File: src/rtl/alu181_pkg.sv
package alu181_pkg;
  localparam int ALU_W = 8;
  localparam int SEL_W = 4;

  typedef struct packed {
    logic eq;
    logic cy;
    logic neg;
    logic zero;
  } alu_flags_t;

  localparam alu_flags_t FLAGS_CLEAR = '{eq: 1'b0, cy: 1'b0, neg: 1'b0, zero: 1'b0};
endpackage

File: src/rtl/alu181_opmux.sv
module alu181_opmux #(
  parameter int W = 8
) (
  input  logic         pick_bus,
  input  logic [W-1:0] from_bus,
  input  logic [W-1:0] from_acc,
  output logic [W-1:0] opa
);
  always_comb begin
    opa = pick_bus ? from_bus : from_acc;
  end
endmodule

File: src/rtl/alu181_core.sv
module alu181_core #(
  parameter int W = 8,
  parameter int S = 4
) (
  input  logic [W-1:0] a,
  input  logic [W-1:0] b,
  input  logic [S-1:0] sel,
  input  logic         mode,
  input  logic         cin,
  output logic [W-1:0] f,
  output logic         cout
);
  localparam int SW = W + 1;

  logic [W-1:0] x_term, y_term, lg;
  logic [SW-1:0] sum;

  // Arithmetic: F = X + Y + cin, where the select bits gate the terms.
  always_comb begin
    x_term = a | (b & {W{sel[0]}}) | (~b & {W{sel[1]}});
    y_term = (a & ~b & {W{sel[2]}}) | (a & b & {W{sel[3]}});
    sum    = {1'b0, x_term} + {1'b0, y_term} + {{(SW-1){1'b0}}, cin};
  end

  always_comb begin
    case (sel)
      4'b0000: lg = ~a;
      4'b0001: lg = ~(a | b);
      4'b0010: lg = ~a & b;
      4'b0011: lg = '0;
      4'b0100: lg = ~(a & b);
      4'b0101: lg = ~b;
      4'b0110: lg = a ^ b;
      4'b0111: lg = a & ~b;
      4'b1000: lg = ~a | b;
      4'b1001: lg = ~(a ^ b);
      4'b1010: lg = b;
      4'b1011: lg = a & b;
      4'b1100: lg = '1;
      4'b1101: lg = a | ~b;
      4'b1110: lg = a | b;
      default: lg = a;
    endcase
  end

  always_comb begin
    f    = mode ? lg : sum[W-1:0];
    cout = mode ? 1'b0 : sum[W];
  end
endmodule

File: src/rtl/alu181_flagreg.sv
module alu181_flagreg
  import alu181_pkg::*;
#(
  parameter int W = 8
) (
  input  logic         clk,
  input  logic         rst,
  input  logic         load,
  input  logic         mode,
  input  logic [W-1:0] f,
  input  logic         cout,
  output alu_flags_t   flags_q
);
  alu_flags_t next_flags;

  always_comb begin
    next_flags.eq   = &f;
    next_flags.cy   = cout;
    next_flags.neg  = f[W-1];
    next_flags.zero = ~|f;
  end

  always_ff @(posedge clk) begin
    if (rst)       flags_q <= FLAGS_CLEAR;
    else if (load) flags_q <= next_flags;
  end

  AST_FLAGS_HOLD: assert property (@(posedge clk) disable iff (rst)
    (!load) |=> $stable(flags_q));
  AST_ZERO_NOT_NEG: assert property (@(posedge clk) disable iff (rst)
    flags_q.zero |-> !flags_q.neg);
  AST_EQ_NOT_ZERO: assert property (@(posedge clk) disable iff (rst)
    flags_q.eq |-> !flags_q.zero);
  AST_LOGIC_NO_CARRY: assert property (@(posedge clk) disable iff (rst)
    (load && mode) |=> !flags_q.cy);
endmodule

File: src/rtl/alu181_unit.sv
module alu181_unit
  import alu181_pkg::*;
#(
  parameter int W = ALU_W,
  parameter int S = SEL_W
) (
  input  logic         clk,
  input  logic         rst,
  input  logic [W-1:0] bus_in,
  input  logic [W-1:0] acc_in,
  input  logic [W-1:0] opb_in,
  input  logic         a_from_bus,
  input  logic [S-1:0] func_sel,
  input  logic         logic_mode,
  input  logic         carry_in,
  input  logic         store_result,
  input  logic         store_flags,
  input  logic         out_en,
  output logic [W-1:0] bus_out,
  output logic         bus_oe,
  output logic         flag_equal,
  output logic         flag_carry,
  output logic         flag_negative,
  output logic         flag_zero
);
  logic [W-1:0] opa, core_f, result_q;
  logic         core_cout;
  alu_flags_t   flags_q;

  alu181_opmux #(.W(W)) u_opmux (
    .pick_bus (a_from_bus),
    .from_bus (bus_in),
    .from_acc (acc_in),
    .opa      (opa)
  );

  alu181_core #(.W(W), .S(S)) u_core (
    .a    (opa),
    .b    (opb_in),
    .sel  (func_sel),
    .mode (logic_mode),
    .cin  (carry_in),
    .f    (core_f),
    .cout (core_cout)
  );

  alu181_flagreg #(.W(W)) u_flags (
    .clk     (clk),
    .rst     (rst),
    .load    (store_flags),
    .mode    (logic_mode),
    .f       (core_f),
    .cout    (core_cout),
    .flags_q (flags_q)
  );

  always_ff @(posedge clk) begin
    if (rst)               result_q <= '0;
    else if (store_result) result_q <= core_f;
  end

  always_comb begin
    bus_out       = out_en ? result_q : '0;
    bus_oe        = out_en;
    flag_equal    = flags_q.eq;
    flag_carry    = flags_q.cy;
    flag_negative = flags_q.neg;
    flag_zero     = flags_q.zero;
  end

  AST_RESULT_HOLD: assert property (@(posedge clk) disable iff (rst)
    (!store_result) |=> $stable(result_q));
  AST_ARITH_PASS: assert property (@(posedge clk) disable iff (rst)
    (!logic_mode && func_sel == '0 && !carry_in) |-> core_f == opa);
  AST_LOGIC_CLEAR: assert property (@(posedge clk) disable iff (rst)
    (logic_mode && func_sel == 4'b0011) |-> core_f == '0);
endmodule

File: config.mk
export PLATFORM = sky130hd
export DESIGN_NAME = alu181_unit
export DESIGN_NICKNAME = d
export VERILOG_FILES = /design/src/rtl/alu181_pkg.sv /design/src/rtl/alu181_opmux.sv /design/src/rtl/alu181_core.sv /design/src/rtl/alu181_flagreg.sv /design/src/rtl/alu181_unit.sv
export SDC_FILE = /design/constraint.sdc
export NUM_CORES = 1
export LEC_CHECK = 0
export BUFFER_PORTS_ARGS = -buffer_cell sky130_fd_sc_hd__buf_2
export CAP_MARGIN = 10
export CELL_PAD_IN_SITES_DETAIL_PLACEMENT = 0
export CELL_PAD_IN_SITES_GLOBAL_PLACEMENT = 1
export CORE_AREA = 5 5 93 95
export CTS_CLUSTER_DIAMETER = 150
export DETAILED_ROUTE_END_ITERATION = 10
export DIE_AREA = 0 0 98 100
export GPL_ROUTABILITY_DRIVEN = 0
export PLACE_DENSITY = 0.87
export SETUP_SLACK_MARGIN = 0.3
export SYNTH_ARGS = -nofsm -noshare
export SYNTH_HDL_FRONTEND = slang
export SYNTH_HIERARCHICAL = 1
export SYNTH_SLANG_ARGS = --single-unit
File: constraint.sdc
create_clock -name clk -period 4.2 [get_ports clk]
set_input_delay 1.26 -clock clk [delete_from_list [all_inputs] [get_ports clk]]
set_output_delay 1.26 -clock clk [all_outputs]
set_load 0.01 [all_outputs]
==> results of run 1 <==
==> path summary, 6_finish.rpt <==
path / start / to / slack [ns] / depth (start not counted)
min reg2reg: result_q[2] / result_q[2] / 0.49 / 2
max: a_from_bus / u_flags/flags_q[0] / 0.28 / 12
min: result_q[2] / result_q[2] / 0.49 / 2
max reg2reg: result_q[5] / result_q[5] / 3.58 / 2
==> power by group <==
part	switching [uW]	leakage (uW)	total [uW]	internal (uW)
clock network	41.6	0.0000216	105	63.2
registers	4.82	0.0000986	129	125
logic	261	0.00153	496	235
total	307	0.00165	730	423
==> logic make-up after synthesis <==
| family | Yosys count |
|---|---|
| flip-flops | 12 |
| multiplexers | 24 |
| XOR/XNOR | 2 |
| AND/OR/NAND/NOR | 115 |
| adder cells (fa/ha/maj) | 41 |
| buffers and inverters | 57 |
| AO/OA/AOI/OAI | 119 |
==> metrics by stage <==
| step | total power, uW | util (%) | TNS [ns] | cells |
|---|---|---|---|---|
| floorplan | 414 | - | 0 | 370 |
| global placement | 545 | 44.6 | -0.0191 | 530 |
| global route | 781 | 49.0 | 0 | 540 |
| finish | 730 | 49.0 | 0 | 540 |
| CTS | 688 | 47.0 | 0 | 537 |
| detailed placement | 551 | 44.6 | -0.0346 | 530 |
==> placed cells by master, fill, tap and decap left out, types with 11 or more instances in the layout <==
cell type                  netlist  final
sky130_fd_sc_hd__a21oi_1        14     11
sky130_fd_sc_hd__and2_1         11     11
sky130_fd_sc_hd__buf_2          14     47
sky130_fd_sc_hd__buf_4           1     45
sky130_fd_sc_hd__dfxtp_1        12     12
sky130_fd_sc_hd__ha_1           39     26
sky130_fd_sc_hd__ha_4            0     11
sky130_fd_sc_hd__inv_1          26     23
sky130_fd_sc_hd__mux2i_1        13     13
sky130_fd_sc_hd__nand2_1        20     20
sky130_fd_sc_hd__nand2b_1       14     13
sky130_fd_sc_hd__nor2_1         31     30
sky130_fd_sc_hd__o211ai_1       12     12
sky130_fd_sc_hd__o21ai_0        15     12
==> worst max-delay path, stage by stage <==
cell	delay, ns
sky130_fd_sc_hd__buf_8	0.11
sky130_fd_sc_hd__buf_12	0.13
sky130_fd_sc_hd__mux2_4	0.36
sky130_fd_sc_hd__inv_4	0.08
sky130_fd_sc_hd__ha_4	0.19
sky130_fd_sc_hd__mux2_4	0.26
sky130_fd_sc_hd__a222oi_1	0.35
sky130_fd_sc_hd__a21oi_2	0.12
sky130_fd_sc_hd__a2111oi_4	0.37
sky130_fd_sc_hd__o22ai_2	0.15
sky130_fd_sc_hd__or4_4	0.44
sky130_fd_sc_hd__o32ai_2	0.24
==> routing by layer <==
| metal | wire [um] | GRT usage [%] | vias up |
|---|---|---|---|
| met5 | 0 | 0 | - |
| met4 | 308 | 8.09 | 0 |
| met3 | 659 | 2.85 | 32 |
| met2 | 4840 | 32.9 | 142 |
| met1 | 4040 | 23.0 | 1511 |
| li1 | - | - | 1535 |
==> final cells by class <==
class                      instances  area share (%)
multi-input combinational        301            69.5
timing repair buffer              95            16.8
clock buffer                       3            1.10
sequential                        12            6.41
inverter                          27            2.84
tap                              102            3.40
==> flip-flops by register name (all words and copies together) (netlist names) <==
register / flops
u_flags/flags_q: 4
result_q: 8
==> what timing repair did <==
action,4_1_cts,5_1_grt
setup buffers,4,3
hold endpoints to repair,0,0
endpoints found under the setup margin,2,2
resized for setup,23,25
pin swaps,17,16
==> impl_metrics.ini, run 1 <==
[run_status]
outcome = finished, final reports clean

[timing]
rsz0062_at_grt = yes
finalHoldViolations = 0
fmaxAchievable_mhz = 255
finalHoldWorstSlack_ns = 0.491
largest_clock_skew_in_the_final_design_ns = 0
post-route-min-period_ns = 3.92
layout_worst_path_cycle_share_pct = 93.3
drv_slew = 0
layout_setup_ws_ns = 0.281
slew_of_the_pin_with_the_lowest_slew_margin_ns = 0.722
maxSlewHeadroom_pct = 51.7
setup_viol = 0

[global_route]
grt_antenna_before_repair = 0
grt_start_max_net_pins = 35
global_route_wire_length_before_repair_um = 15400
vias_in_the_first_global_route = 3184
grt_util_all_layers_pct = 18.8
grt_overflow = 0

[logic_synthesis]
postSynth.topFlopCell = sky130_fd_sc_hd__dfxtp_1
synthMostInstantiatedCell = sky130_fd_sc_hd__ha_1
yosysTopAreaCell = sky130_fd_sc_hd__ha_1
sequential_area_share_after_synthesis_pct = 8.40
synthCells = 370
synth_xor_xnor_area_share_pct = 0.613
synthMuxAreaShare_pct = 10.3
yosys_register_bits = 12
async_flop_share_pct = 0
synthDominantCellAreaShare_pct = 17.1
synth-edff-count = 0
synth_nets = 447
yosys-top-cells-area = sky130_fd_sc_hd__ha_1 (17%), sky130_fd_sc_hd__dfxtp_1 (8.4%), sky130_fd_sc_hd__mux2i_1 (4.6%)
synth_area_in_compound_gates_pct = 32.0
synth_fa_ha_area_share_pct = 18.5
synth_top_family_by_area = compound AO/OA/AOI/OAI gates
yosys_warnings = 6
mappedNetlistArea_sq_um = 2860
simple_gate_area_share_of_the_yosys_netlist_pct = 20.4
synthesis.area_per_instance_sq_um = 7.73
yosysUniqueCellTypes = 65
netlist_top_cells_count = sky130_fd_sc_hd__ha_1 (39), sky130_fd_sc_hd__nor2_1 (31), sky130_fd_sc_hd__inv_1 (26)

[routing]
antenna_violating_nets_left = 0
drtIter0Drc = 257
drt_first_pass_iters = 6
avgViaCountPerCell = 5.96
routed-via-count = 3220
wl_um = 9840
route.detailed.drc = 0
routed_length_per_placed_instance_um = 18.2

[cts]
clock_tree.buffer_depth = 2
count_of_hold_fix_buffers_inserted_at_cts = 0
clock_tree_from_tritoncts = built
root_buffer = sky130_fd_sc_hd__clkbuf_8
cts_buffers = 3
numClockSinks = 12
clock_insertion_delay_worst_skew_ns = 0.24
worst_setup_hold_path_clk_slew_ns = 0.05
cts-htree-levels = 1

[final_layout]
drive_above_1_share_pct = 34.7
area_delta_synth_final_pct = 31.1
design_area_sq_um = 3750
area_taken_by_multi_input_logic_gates_sq_um = 2610
diodes = 0
seqCellArea_sq_um = 240
num-fill-cells = 733
design.final.nets = 517

[pwr]
p_leak_uw = 0.00165
vdd_drop_max_mv = 0.0881
power.density_cell_area_nw_per_um2 = 195

[floorplan]
design.portCount = 49
start_util_pct = 37.4
core_region_area_sq_um = 7650
die_outline_area_sq_um = 9800
fp.dieH_um = 100
die_width_um = 98
cell_row_count = 32

[min_path]
hold_path_class = reg2reg

[critical_path]
criticalPathCategory = in2reg
crit_arrival_ns = 4.08
critical_path.endpoint_type = flop
crit_path_max_fanout = 5
setup.worst_path.start_class = primary input
crit_required_ns = 4.36

[placed_design]
numPortBuffers = 48
post-place-ws_ns = -0.0346
hpwl_um = 7150
dpl_cell_area_sq_um = 3410

[job]
cap_viol_max_count = 0
No activity file was read; power rests on OpenSTA's default activity.
==> run 2: changes to the inputs <==
==> constraint.sdc (replaced) <==
create_clock -name clk -period 3.58 [get_ports clk]
set_input_delay 1.074 -clock clk [delete_from_list [all_inputs] [get_ports clk]]
set_output_delay 1.074 -clock clk [all_outputs]
set_load 0.01 [all_outputs]
==> run 2 against run 1 <==
The flow now finishes with violations (setup timing). Sequential share of layout area down 0.65 points. Critical path depth up 2. Final area up 11%. Clock skew unchanged. Worst setup slack worse by 0.40 ns. Non-clock buffer count up 48. Core utilization up 5.6 points. Critical path type unchanged. Largest cell class unchanged.
==> impl_metrics.ini, run 2 (synthesis gave the netlist of run 1 again) <==
[global_route]
grt_overflow = 0
grt_start_max_net_pins = 26
grt_util_all_layers_pct = 19.7
global_route_wire_length_before_repair_um = 16200
grt_antenna_before_repair = 0
vias_in_the_first_global_route = 3339

[critical_path]
criticalPathCategory = in2reg
setup.worst_path.start = a_from_bus
crit_path_max_fanout = 5
critical_path.endpoint_type = flop
setup.worst_path.start_class = primary input
crit_arrival_ns = 3.84
crit_required_ns = 3.73
worstReg2RegStart = result_q[7]

[min_path]
worstHoldStart = result_q[1]
hold_path_class = reg2reg

[floorplan]
design.portCount = 49
fp.dieH_um = 100
die_width_um = 98
cell_row_count = 32
die_outline_area_sq_um = 9800
start_util_pct = 37.4
core_region_area_sq_um = 7650

[final_layout]
final_cell_mix = sky130_fd_sc_hd__buf_4 (90), sky130_fd_sc_hd__buf_2 (47), sky130_fd_sc_hd__nor2_1 (29)
largest_registers = result_q: 8 flops, u_flags/flags_q: 4 flops
layout_commonest_cell = sky130_fd_sc_hd__buf_4
design_area_sq_um = 4170
area_delta_synth_final_pct = 46.0
flip_flop_count_of_the_largest_register_after_layout = 8
drive_above_1_share_pct = 43.8
largest_register = result_q
diodes = 0
design.final.nets = 565

[cts]
numClockSinks = 12
clock_insertion_delay_worst_skew_ns = 0.23
clock_tree_from_tritoncts = built
cts_buffers = 3
clock_tree.buffer_depth = 2
root_buffer = sky130_fd_sc_hd__clkbuf_8
cts-htree-levels = 1
count_of_hold_fix_buffers_inserted_at_cts = 0
worst_setup_hold_path_clk_slew_ns = 0.05

[timing]
layout_worst_path_cycle_share_pct = 103
maxSlewHeadroom_pct = 63.2
fmaxAchievable_mhz = 270
largest_clock_skew_in_the_final_design_ns = 0
slew_of_the_pin_with_the_lowest_slew_margin_ns = 0.550
layout_setup_ws_ns = -0.118
rsz0062_at_grt = yes
post-route-min-period_ns = 3.70
finalHoldViolations = 0
drv_slew = 0
setup_viol = 2

[run_status]
outcome = finished with violations
violations = setup timing

[routing]
routed-via-count = 3401
drtIter0Drc = 241
route.detailed.drc = 0
drt_first_pass_iters = 5
avgViaCountPerCell = 5.78
wl_um = 10300
routed_length_per_placed_instance_um = 17.5
antenna_violating_nets_left = 0

[pwr]
vdd_drop_max_mv = 0.127
p_leak_uw = 0.00188
power.density_cell_area_nw_per_um2 = 222

[placed_design]
numPortBuffers = 48
dpl_cell_area_sq_um = 3790
hpwl_um = 7690
post-place-ws_ns = -0.538

[job]
cap_viol_max_count = 0
==> run 2: power by group <==
group / switching, uW / internal [uW]
clock network: 43.6 / 73.6
logic: 324 / 334
registers: 6.36 / 146
total: 374 / 554
==> run 2: final timing paths <==
check                  endpoint  slack (ns)  cells past startpoint
max          u_flags/flags_q[0]       -0.12                     14
min                 result_q[1]        0.49                      2
max reg2reg         result_q[7]        2.92                      2
min reg2reg         result_q[1]        0.49                      2
==> run 2: worst max-delay path, cell delays in order <==
cell and delay [ns]:
sky130_fd_sc_hd__buf_12 0.11, sky130_fd_sc_hd__mux2_4 0.34, sky130_fd_sc_hd__ha_4 0.17, sky130_fd_sc_hd__a22oi_2 0.19, sky130_fd_sc_hd__fa_2 0.26, sky130_fd_sc_hd__fa_2 0.23
sky130_fd_sc_hd__nand2b_4 0.15, sky130_fd_sc_hd__a21oi_4 0.06, sky130_fd_sc_hd__o21a_1 0.20, sky130_fd_sc_hd__buf_4 0.15, sky130_fd_sc_hd__nor3_4 0.11, sky130_fd_sc_hd__o32ai_2 0.10
sky130_fd_sc_hd__or4_4 0.49, sky130_fd_sc_hd__o32ai_2 0.21
==> run 2: stage by stage <==
| stage | instances | hold slack (ns) | util (%) | setup TNS (ns) | total power (uW) |
|---|---|---|---|---|---|
| after detailed placement | 579 | 0.481 | 49.6 | -2.26 | 712 |
| final | 588 | 0.492 | 54.6 | -0.128 | 928 |
| after global placement | 579 | 0.467 | 49.6 | -1.52 | 701 |
| after CTS | 584 | 0.495 | 51.6 | -0.143 | 867 |
| after global routing | 588 | 0.522 | 54.6 | -0.318 | 997 |
| after floorplan | 370 | 0.452 | - | -0.332 | 491 |
==> run 2: layout make-up <==
type	count	area, sq um
fillers	701	3470
multi-input cells	301	2660
repair buffers	143	1000
flip-flops and latches	12	240
well taps	102	128
inverters	27	104
clock buffers	3	41.3
==> run 2: timing repair <==
item,CTS,global route
buffers inserted,2,4
pin swaps,12,17
gates cloned,0,0
gates resized for setup,23,40
setup endpoints to repair,10,10
==> run 2: metal layers <==
metal  vias up  track usage (%)  share of wire (%)
met5         -                0                  0
li1       1622                -                  -
met1      1607             25.3                 42
met2       137             34.1                 48
met3        35             2.22                6.4
met4         0             7.24                3.9
